## src/rtl/attr_resolve.sv

```systemverilog
module attr_resolve #(
  parameter int AW = 32,
  parameter int CW = 8
) (
  input  logic          clk,
  input  logic          rst_n,
  input  logic          wr_en,
  input  logic [1:0]    wr_sel,
  input  logic [31:0]   wr_data,
  input  logic [AW-1:0] acc_addr,
  input  logic          acc_write,
  output logic [1:0]    eff_mode,
  output logic          cacheable,
  output logic          wp_fault,
  output logic [1:0]    win_sel
);
  localparam int NWIN = 2;

  logic [CW-1:0] tag;
  logic          ctl_on;
  logic [1:0]    ctl_dflt;
  logic [CW-1:0] w_base [NWIN];
  logic [CW-1:0] w_mask [NWIN];
  logic          w_en   [NWIN];
  logic [1:0]    w_mode [NWIN];
  logic          w_wp   [NWIN];
  logic [NWIN-1:0] hit;

  assign tag = acc_addr[AW-1 -: CW];

  always_ff @(posedge clk or negedge rst_n)
    if (!rst_n) begin
      ctl_on   <= 1'b0;
      ctl_dflt <= 2'b00;
    end else if (wr_en && wr_sel == 2'd0) begin
      ctl_on   <= wr_data[31];
      ctl_dflt <= wr_data[6:5];
    end

  for (genvar g = 0; g < NWIN; g++) begin : g_win
    always_ff @(posedge clk or negedge rst_n)
      if (!rst_n) begin
        w_base[g] <= '0;
        w_mask[g] <= '0;
        w_en[g]   <= 1'b0;
        w_mode[g] <= 2'b00;
        w_wp[g]   <= 1'b0;
      end else if (wr_en && wr_sel == 2'(g + 1)) begin
        w_base[g] <= wr_data[31 -: CW];
        w_mask[g] <= wr_data[23 -: CW];
        w_en[g]   <= wr_data[15];
        w_mode[g] <= wr_data[6:5];
        w_wp[g]   <= wr_data[2];
      end
    assign hit[g] = w_en[g] && (((tag ^ w_base[g]) & ~w_mask[g]) == '0);
  end

  assign win_sel   = hit[0] ? 2'b01 : (hit[1] ? 2'b10 : 2'b00);
  assign eff_mode  = hit[0] ? w_mode[0] : (hit[1] ? w_mode[1] : ctl_dflt);
  assign wp_fault  = acc_write && (hit[0] ? w_wp[0] : (hit[1] && w_wp[1]));
  assign cacheable = ctl_on && !eff_mode[1];
endmodule


```

## config.mk

```make
export PLATFORM = sky130hd
export DESIGN_NAME = attr_resolve
export DESIGN_NICKNAME = d
export VERILOG_FILES = /design/src/rtl/attr_resolve.sv
export SDC_FILE = /design/constraint.sdc
export NUM_CORES = 1
export LEC_CHECK = 0
export BUFFER_PORTS_ARGS = -buffer_cell sky130_fd_sc_hd__buf_2
export CORE_AREA = 2 2 65 67
export CTS_CLUSTER_SIZE = 16
export DETAILED_ROUTE_END_ITERATION = 12
export DIE_AREA = 0 0 67 69
export GPL_TIMING_DRIVEN = 0
export PLACE_DENSITY_LB_ADDON = 0.25
export SYNTH_ARGS = -nofsm -noshare
export SYNTH_HDL_FRONTEND = slang
export SYNTH_SLANG_ARGS = --single-unit
```

## constraint.sdc

```tcl
create_clock -name clk -period 3.05 [get_ports clk]
set_input_delay 0.61 -clock clk [delete_from_list [all_inputs] [get_ports clk]]
set_output_delay 0.61 -clock clk [all_outputs]
set_load 0.01 [all_outputs]
```

Word-level counts from Yosys, hierarchy flattened
Cells that the tools add are included.
Storage, ports and cells
  word-level logic and storage cells: 37
  output and inout bits: 6
  bits in registers: 43
  input bits: 70
Operators by class
  mux-type cells: 5
  bitwise gates (word level): 6
  equal/unequal tests: 2
  reductions and logical operators: 12
Operators by type and width (count)
  bitwise AND 8 bit: 2
  zero test 8 bit: 2
  inverter 8 bit: 2
  XOR 8 bit: 2
  logical AND 1 bit: 8
  two-way mux 2 bit: 4
  equality test 2 x 1 -> 1 bit, second input constant: 1
  equality test 2 bit, second input constant: 1
  zero test 2 bit: 1
  zero test 1 bit: 1
  two-way mux 1 bit: 1

Logic depth before layout (Yosys ltp)
Gate-level depths: netlist of run 1.
  word-level depth: 8
  depth in mapped cells: 7
  mapped depth without buffers: 7

Least setup slack after synthesis of run 1
No wires, ideal clock.
  kind: input to output
  start: input acc_addr[29]
  end: output cacheable
  data arrival time: 1.899 ns
  stages: 6
  data required time: 2.440 ns
  slack: 0.541 ns
  buffers on the path: 0
  cells stage by stage: xnor2_1 o22ai_1 or3_4 nor3_4 mux2i_1 a22o_1
On the way
  cells in the longest elaborated chain, start to end: 8
  elaborated cells between the ends (all ways): 12
  those cells by class: mux (2); bitwise (4); reduce/logical (6)
RTL lines
  start, declared: RTL line 10  | input logic [AW-1:0] acc_addr,
  XOR 8 bit: RTL line 55  | assign hit[g] = w_en[g] && (((tag ^ w_base[g]) & ~w_mask[g]) == '0);
  bitwise AND 8 bit: RTL line 55
  zero test 8 bit: RTL line 55
  logical AND 1 bit: RTL line 55
  two-way mux 2 bit: RTL line 59  | assign eff_mode = hit[0] ? w_mode[0] : (hit[1] ? w_mode[1] : ctl_dflt);
  two-way mux 2 bit (*): RTL line 59
  zero test 1 bit (*): RTL line 61  | assign cacheable = ctl_on && !eff_mode[1];
  logical AND 1 bit (*): RTL line 61
  end, declared: RTL line 13  | output logic cacheable,
Every way passes the cells marked *; elsewhere a longest branch is shown, timed or not.

Worst setup path in the final report of run 1
  start: input acc_addr[30]
  end: output cacheable
The elaborated chain is that of the path after synthesis.

==> results.ini, run 1 <==
[yosys]
synth.avg_cell_area_um2 = 13.7
synth_seq_area_share_pct = 56.2
post_synthesis_net_count = 210
library_cell_with_the_largest_summed_area_after_synthesis = dfrtp_1
yosys_register_bits = 43
post_synth_main_area_contributors = dfrtp_1 56%, mux2_2 25%, xnor2_1 7.3%
syn-instance-count = 140
synth_cell_types = 20
post-synth-top-area-fraction_pct = 56.2
syn_std_cell_area_mm2 = 0.00192
synthesis_warning_total = 0

[critical_path]
critical_path_s_most_frequent_cell = buf_2
worstSetupPathDepth = 8
worst-endpoint-required_ns = 2.44
path_max_fanout = 4
rr_worst_depth = 1
critical_path_arrival_ns = 2.31
cp_slowest_stage_delay_ns = 0.39
critical_path.endpoint_type = output port
timing.reg2reg.setup_slack_ns = 2.27
crit_path_start_kind = input pin
critPathBufInv = 2
cpLargestDelayFamily = simple AND/OR/NAND/NOR gates
worstPathCellList = buf_2 > xnor2_1 > o22ai_1 > or3_4 > nor3_4 > mux2i_2 > a22o_1 > buf_2
timing.critical_path.slowest_stage_cell = or3_4
criticalPathCategory = in2out

[clock_tree]
tritoncts = yes
numCtsBuffers = 5
insertion_delay_ns = 0.29
clk_sinks = 43
cts-root-buf = clkbuf_8
post_cts_buffers = 0
cts.reportedPaths.clkPinSlew_ns = 0.07
clock_path_buffers = 2
cts_max_level = 2

[drt]
drcViolationCount = 0
detail-route-antenna-nets = 0
routed_wl_mm = 3.70
post_drt_wl_per_cell_um = 15.7
drtPass1Iterations = 4
first_iter_violations = 38
vias = 1235
route.detailed.vias_per_inst = 5.26

[timing]
finClkSkew_ns = 0
fin_worst_hold_slack_ns = 0.455
max_slew.worst_pin.slew_ns = 0.926
pnr_worst_setup_slack_ns = 0.130
totalNegativeSetupSlack_ns = 0
setup_viol = 0
hold_viol_final = 0
rsz0062_at_grt = false
period_needed_ns = 2.92
report.final.slew_viol_count = 0
period_share_pct = 95.7
clock.fmax_ghz = 0.342
maxSlewHeadroom_pct = 38.3

[layout]
area_growth_pct = 17.4
layout.area.seq_mm2 = 0.00108
final_net_count = 256
footprint_of_the_multi_input_gates_um2 = 821
layout-drive-gt1-share_pct = 48.6
fill_cells = 353
antenna_cells_inserted = 0
fin_util_pct = 57.5

[floorplanning]
floorplan.die_area_mm2 = 0.00462
ioPinCount = 76
dieHeight_um = 69
initial_utilization_pct = 48.9
core_region_area_mm2 = 0.00391
die_x_um = 67
core.rowCount = 23

[grt]
grt_pass1_vias = 1331
global_route.usage.total_pct = 18.0
initial_antenna_violation_count = 0
grt_max_degree = 44
grt_first_pass_wirelength_mm = 6.12
globalRouteOverflowTotal = 0

[job]
maximum_capacitance_violations = 0

[power]
power.ir.vdd_worst_mv = 0.328
p_leak_nw = 0.995
power_density_mw_per_mm2 = 608

[place]
place.detailed.hpwl_mm = 2.72
port-buffer-count = 39
detailedPlace.worstSlack_ns = 0.115
gp_congestion = 0.698

[worst_hold_path]
hp-class = in2async

[run_status]
run_status = finished, final reports clean

layer usage:
layer / routed length, um / global-route usage (%) / vias to the layer above
li1: - / - / 582
met5: 0 / 0 / -
met3: 189 / 4.89 / 6
met4: 51 / 6.12 / 0
met2: 1970 / 30.8 / 34
met1: 1480 / 21.3 / 613
state kept, by name, summed over array words and instances, names as in the netlist:
signal,flops
ctl_dflt,2
ctl_on,1
w_base,16
w_en,2
w_mask,16
w_mode,4
w_wp,2
report_power, final:
group | total (mW) | leakage (nW) | switching (mW) | internal (mW)
Sequential | 0.740 | 0.509 | 0.0617 | 0.678
Combinational | 0.304 | 0.449 | 0.128 | 0.175
Clock | 0.324 | 0.0371 | 0.172 | 0.153
Yosys cell counts (all sizes together):
cell    instances
nor2            7
o22ai           6
mux2           42
clkbuf          4
nor3            2
xnor2          16
inv             2
dfrtp          43
nand2           3
and2            1
a21boi          1
mux2i           2
a21oi           2
nor3b           1
a22o            1
nand3b          2
nand3           1
or3             1
o21ai           3
logic make-up after synthesis:
kind of cell,synth area share (%)
muxes,25.7
DFF,56.2
and+or+nand+nor,5.49
xor gates and xnor gates,7.32
AOI/OAI and AO/OA,4.12
buffers and inverters,1.18
path summary, 6_finish.rpt:
check | endpoint | from
max in group asynchronous | w_base[4] | rst_n
max | cacheable | acc_addr[30]
min | w_base[15] | rst_n
max reg2reg | w_mode[3] | w_mode[3]
min reg2reg | w_mask[1] | w_mask[1]
min in group clk | w_mask[1] | w_mask[1]
metrics by stage:
| stage | instances | total power, mW | cell area, um2 |
|---|---|---|---|
| final | 235 | 1.37 | 2250 |
| after global routing | 235 | 1.45 | 2250 |
| after CTS | 235 | 1.38 | 2250 |
| after detailed placement | 229 | 1.06 | 2170 |
| after global placement | 229 | 1.03 | 2170 |
| after floorplan | 140 | 0.948 | 1920 |
final cells by class:
class,instances,area share (%)
Sequential cell,43,47.8
Multi-Input combinational cell,91,36.5
Timing Repair Buffer,39,8.68
Clock buffer,6,3.23
Tap cell,50,2.78
Buffer,4,0.667
Inverter,2,0.334
layout by cell type (no fill, tap or decap):
cell,instances
a21boi_0,1
a21oi_1,2
a22o_1,1
and2_2,1
buf_2,39
clkbuf_1,5
clkbuf_8,5
dfrtp_1,43
inv_1,2
mux2_2,42
mux2i_1,1
mux2i_2,1
nand2_1,3
nand3_1,1
nand3b_1,2
nor2_1,7
nor3_1,1
nor3_4,1
nor3b_1,1
o21ai_0,3
o22ai_1,6
or3_4,1
xnor2_1,16
what timing repair did:
| action | in CTS | in global routing |
|---|---|---|
| gates resized for setup | 0 | 1 |
| hold buffers | 0 | 0 |
| endpoints found under the setup margin | 0 | 1 |
No activity file was read; power rests on OpenSTA's default activity.
==> inputs of run 2 (changes only) <==
ABC_AREA = 1   (was default)
CORE_AREA = 2 2 66 68   (was 2 2 65 67)
DIE_AREA = 0 0 68 70   (was 0 0 67 69)
==> results.ini, run 2 <==
[timing]
fin_worst_hold_slack_ns = 0.449  ; was 0.455 ns
hold_viol_final = 0  ; unchanged
max_slew.worst_pin.slew_ns = 0.954  ; was 0.926 ns
maxSlewHeadroom_pct = 36.4  ; was 38.3%
finClkSkew_ns = 0  ; unchanged
totalNegativeSetupSlack_ns = 0  ; unchanged
rsz0062_at_grt = false  ; unchanged
period_needed_ns = 2.31  ; was 2.92 ns
report.final.slew_viol_count = 0  ; unchanged
period_share_pct = 75.9  ; was 95.7%
clock.fmax_ghz = 0.432  ; was 0.342 GHz
setup_viol = 0  ; unchanged

[yosys]
synth_flop_type = dfrtp_1  ; unchanged
post_synth_main_area_contributors = dfrtp_1 53%, nand2_1 15%, o21ai_0 11%  ; was dfrtp_1 56%, mux2_2 25%, xnor2_1 7.3%
ys_top_cells_by_count = 82 x nand2_1, 44 x o21ai_0, 43 x dfrtp_1  ; was 43 x dfrtp_1, 42 x mux2_2, 16 x xnor2_1
synth_seq_area_share_pct = 52.9  ; was 56.2%
library_cell_with_the_highest_instance_count_after_synthesis = nand2_1  ; was dfrtp_1
library_cell_with_the_largest_summed_area_after_synthesis = dfrtp_1  ; unchanged
largest_family_of_logic_cells_by_synthesized_area = simple AND/OR/NAND/NOR gates  ; was multiplexers
synth_compound_area_share_pct = 12.6  ; was 4.11%
syn_std_cell_area_mm2 = 0.00203  ; was 0.00192 mm2
post_synthesis_net_count = 336  ; was 210
synthesis_warning_total = 0  ; unchanged
async_flop_share_pct = 100  ; unchanged
share_of_synthesized_cell_area_in_and_or_nand_and_nor_gates_pct = 24.6  ; was 5.49%
post-synth-top-area-fraction_pct = 52.9  ; was 56.2%
area_share_of_xor_xnor_cells_in_the_synthesized_design_pct = 0.431  ; was 7.32%
synth_cell_types = 19  ; was 20
syn-instance-count = 266  ; was 140
synth.avg_cell_area_um2 = 7.64  ; was 13.7 um2
yosys.area_share.adder_pct = 0  ; unchanged
synthMuxAreaShare_pct = 0  ; was 25.7%
yosys_register_bits = 43  ; unchanged
synth_enable_flop_cells = 0  ; unchanged

[drt]
drtPass1Iterations = 4  ; unchanged
post_drt_wl_per_cell_um = 11.7  ; was 15.7 um
drcViolationCount = 0  ; unchanged
first_iter_violations = 72  ; was 38
vias = 1738  ; was 1,235
route.detailed.vias_per_inst = 4.76  ; was 5.26
routed_wl_mm = 4.26  ; was 3.70 mm
detail-route-antenna-nets = 0  ; unchanged

[layout]
finish.cell_count_without_fillers = 365  ; was 235
footprint_of_the_multi_input_gates_um2 = 764  ; was 821 um2
reg.largest.list = w_base x16, w_mask x16, w_mode x4  ; unchanged
antenna_cells_inserted = 0  ; unchanged
layout.area.seq_mm2 = 0.00108  ; unchanged
fill_cells = 402  ; was 353
final_net_count = 382  ; was 256
fin_util_pct = 57.4  ; was 57.5%
layout-drive-gt1-share_pct = 16.9  ; was 48.6%
final_cell_mix = 82 x nand2_1, 44 x o21ai_0, 43 x dfrtp_1, 42 x inv_1, 39 x buf_2  ; was 43 x dfrtp_1, 42 x mux2_2, 39 x buf_2, 16 x xnor2_1, 7 x nor2_1
area_growth_pct = 17.0  ; was 17.4%
final_common_cell = nand2_1  ; was dfrtp_1

[critical_path]
worstPathCellList = buf_2 > inv_1 > nand2_1 > nand3_1 > nand2_1 > nor2_1 > nand2_1 > nor2_1 > nand3_1 > a21boi_2 > buf_2  ; was buf_2 > xnor2_1 > o22ai_1 > or3_4 > nor3_4 > mux2i_2 > a22o_1 > buf_2
timing.critical_path.slowest_stage_cell = nor2_1  ; was or3_4
worst-endpoint-required_ns = 2.44  ; about the same
path_max_fanout = 4  ; unchanged
critical_path_arrival_ns = 1.70  ; was 2.31 ns
criticalPathCategory = in2out  ; unchanged
cp_slowest_stage_delay_ns = 0.20  ; was 0.39 ns
crit_path_start_kind = input pin  ; unchanged
critical_path.endpoint_type = output port  ; unchanged
critical_path_s_most_frequent_cell = nand2_1  ; was buf_2

[clock_tree]
cts.reportedPaths.clkPinSlew_ns = 0.08  ; was 0.07 ns
post_cts_resized = 0  ; unchanged
clk_sinks = 43  ; unchanged
cts_max_level = 2  ; unchanged
ctsHoldBuffers = 0  ; unchanged
post_cts_buffers = 0  ; unchanged
tritoncts = yes  ; unchanged
clock_path_buffers = 2  ; unchanged
insertion_delay_ns = 0.29  ; about the same
cts-root-buf = clkbuf_8  ; unchanged
numCtsBuffers = 5  ; unchanged

[floorplanning]
initial_utilization_pct = 49.1  ; was 48.9%
floorplan.die_area_mm2 = 0.00476  ; was 0.00462 mm2
ioPinCount = 76  ; unchanged
core_region_area_mm2 = 0.00414  ; was 0.00391 mm2
core.rowCount = 24  ; was 23
dieHeight_um = 70  ; was 69 um
die_x_um = 68  ; was 67 um

[power]
total_power_mw = 1.31  ; was 1.37 mW
p_leak_nw = 1.32  ; was 0.995 nW
power.ir.vdd_worst_mv = 0.284  ; was 0.328 mV
power_density_mw_per_mm2 = 552  ; was 608 mW/mm2

[place]
gp_congestion = 0.789  ; was 0.698
port-buffer-count = 39  ; unchanged
place.detailed.hpwl_mm = 3.08  ; was 2.72 mm
place_inst = 357  ; was 229

[run_status]
run_status = finished, final reports clean  ; unchanged

[worst_hold_path]
hp-class = in2async  ; unchanged

[grt]
global_route.usage.total_pct = 20.9  ; was 18.0%
initial_antenna_violation_count = 0  ; unchanged
grt_max_degree = 44  ; unchanged
grt_first_pass_wirelength_mm = 7.37  ; was 6.12 mm
grt_pass1_vias = 1682  ; was 1,331
globalRouteOverflowTotal = 0  ; unchanged

[job]
maximum_capacitance_violations = 0  ; unchanged

[run 2: path summary, 6_finish.rpt]
path | startpoint | end | slack, ns | cells after the start
setup / recovery | acc_addr[25] | wp_fault | 0.74 | 11
hold / removal | rst_n | w_base[12] | 0.45 | 1
setup reg to reg | w_base[0] | w_base[0] | 2.34 | 2
hold reg to reg | w_mask[1] | w_mask[1] | 0.49 | 2
max in group asynchronous | rst_n | w_base[0] | 1.99 | 1
min in group clk | w_mask[1] | w_mask[1] | 0.49 | 2
[run 2: power breakdown]
part           internal [mW]  switching [mW]  total [mW]  leakage (nW)
Sequential             0.661          0.0566       0.717         0.537
Clock                  0.160           0.190       0.350        0.0412
Combinational          0.103           0.143       0.246         0.739
[run 2: worst max-delay path: cells and delay by family]
| kind | cells | cell delay, ns |
|---|---|---|
| AOI/OAI and AO/OA | 1 | 0.12 |
| buffers and inverters | 3 | 0.30 |
| and+or+nand+nor | 7 | 0.68 |
[run 2: cells by family (layout without fill, tap and decap cells)]
group,after synthesis,after routing
buffers and inverters,51,98
AOI/OAI and AO/OA,49,49
and+or+nand+nor,122,122
xor gates and xnor gates,1,1
DFF,43,43
[run 2: layout make-up]
cell class                 count  area share (%)
sequential                    43            45.2
multi-input combinational    172            32.1
timing repair buffer          39            8.21
inverter                      43            6.84
clock buffer                   6            3.05
tap                           52            2.74
buffer                         8            1.26
clock inverter                 2           0.526
[run 2: per-layer routing]
layer | GRT usage [%] | wire (um)
met5 | 0 | 0
met4 | 7.33 | 82
met3 | 5.31 | 168
met2 | 33.2 | 1990
met1 | 27.3 | 2020
[run 2: per-stage QoR]
stage               setup slack [ns]  cell area [um2]
detailed placement             0.726             2290
global placement               0.719             2290
CTS                            0.710             2380
global route                   0.556             2380
finish                         0.735             2380
floorplan                       1.00             2030
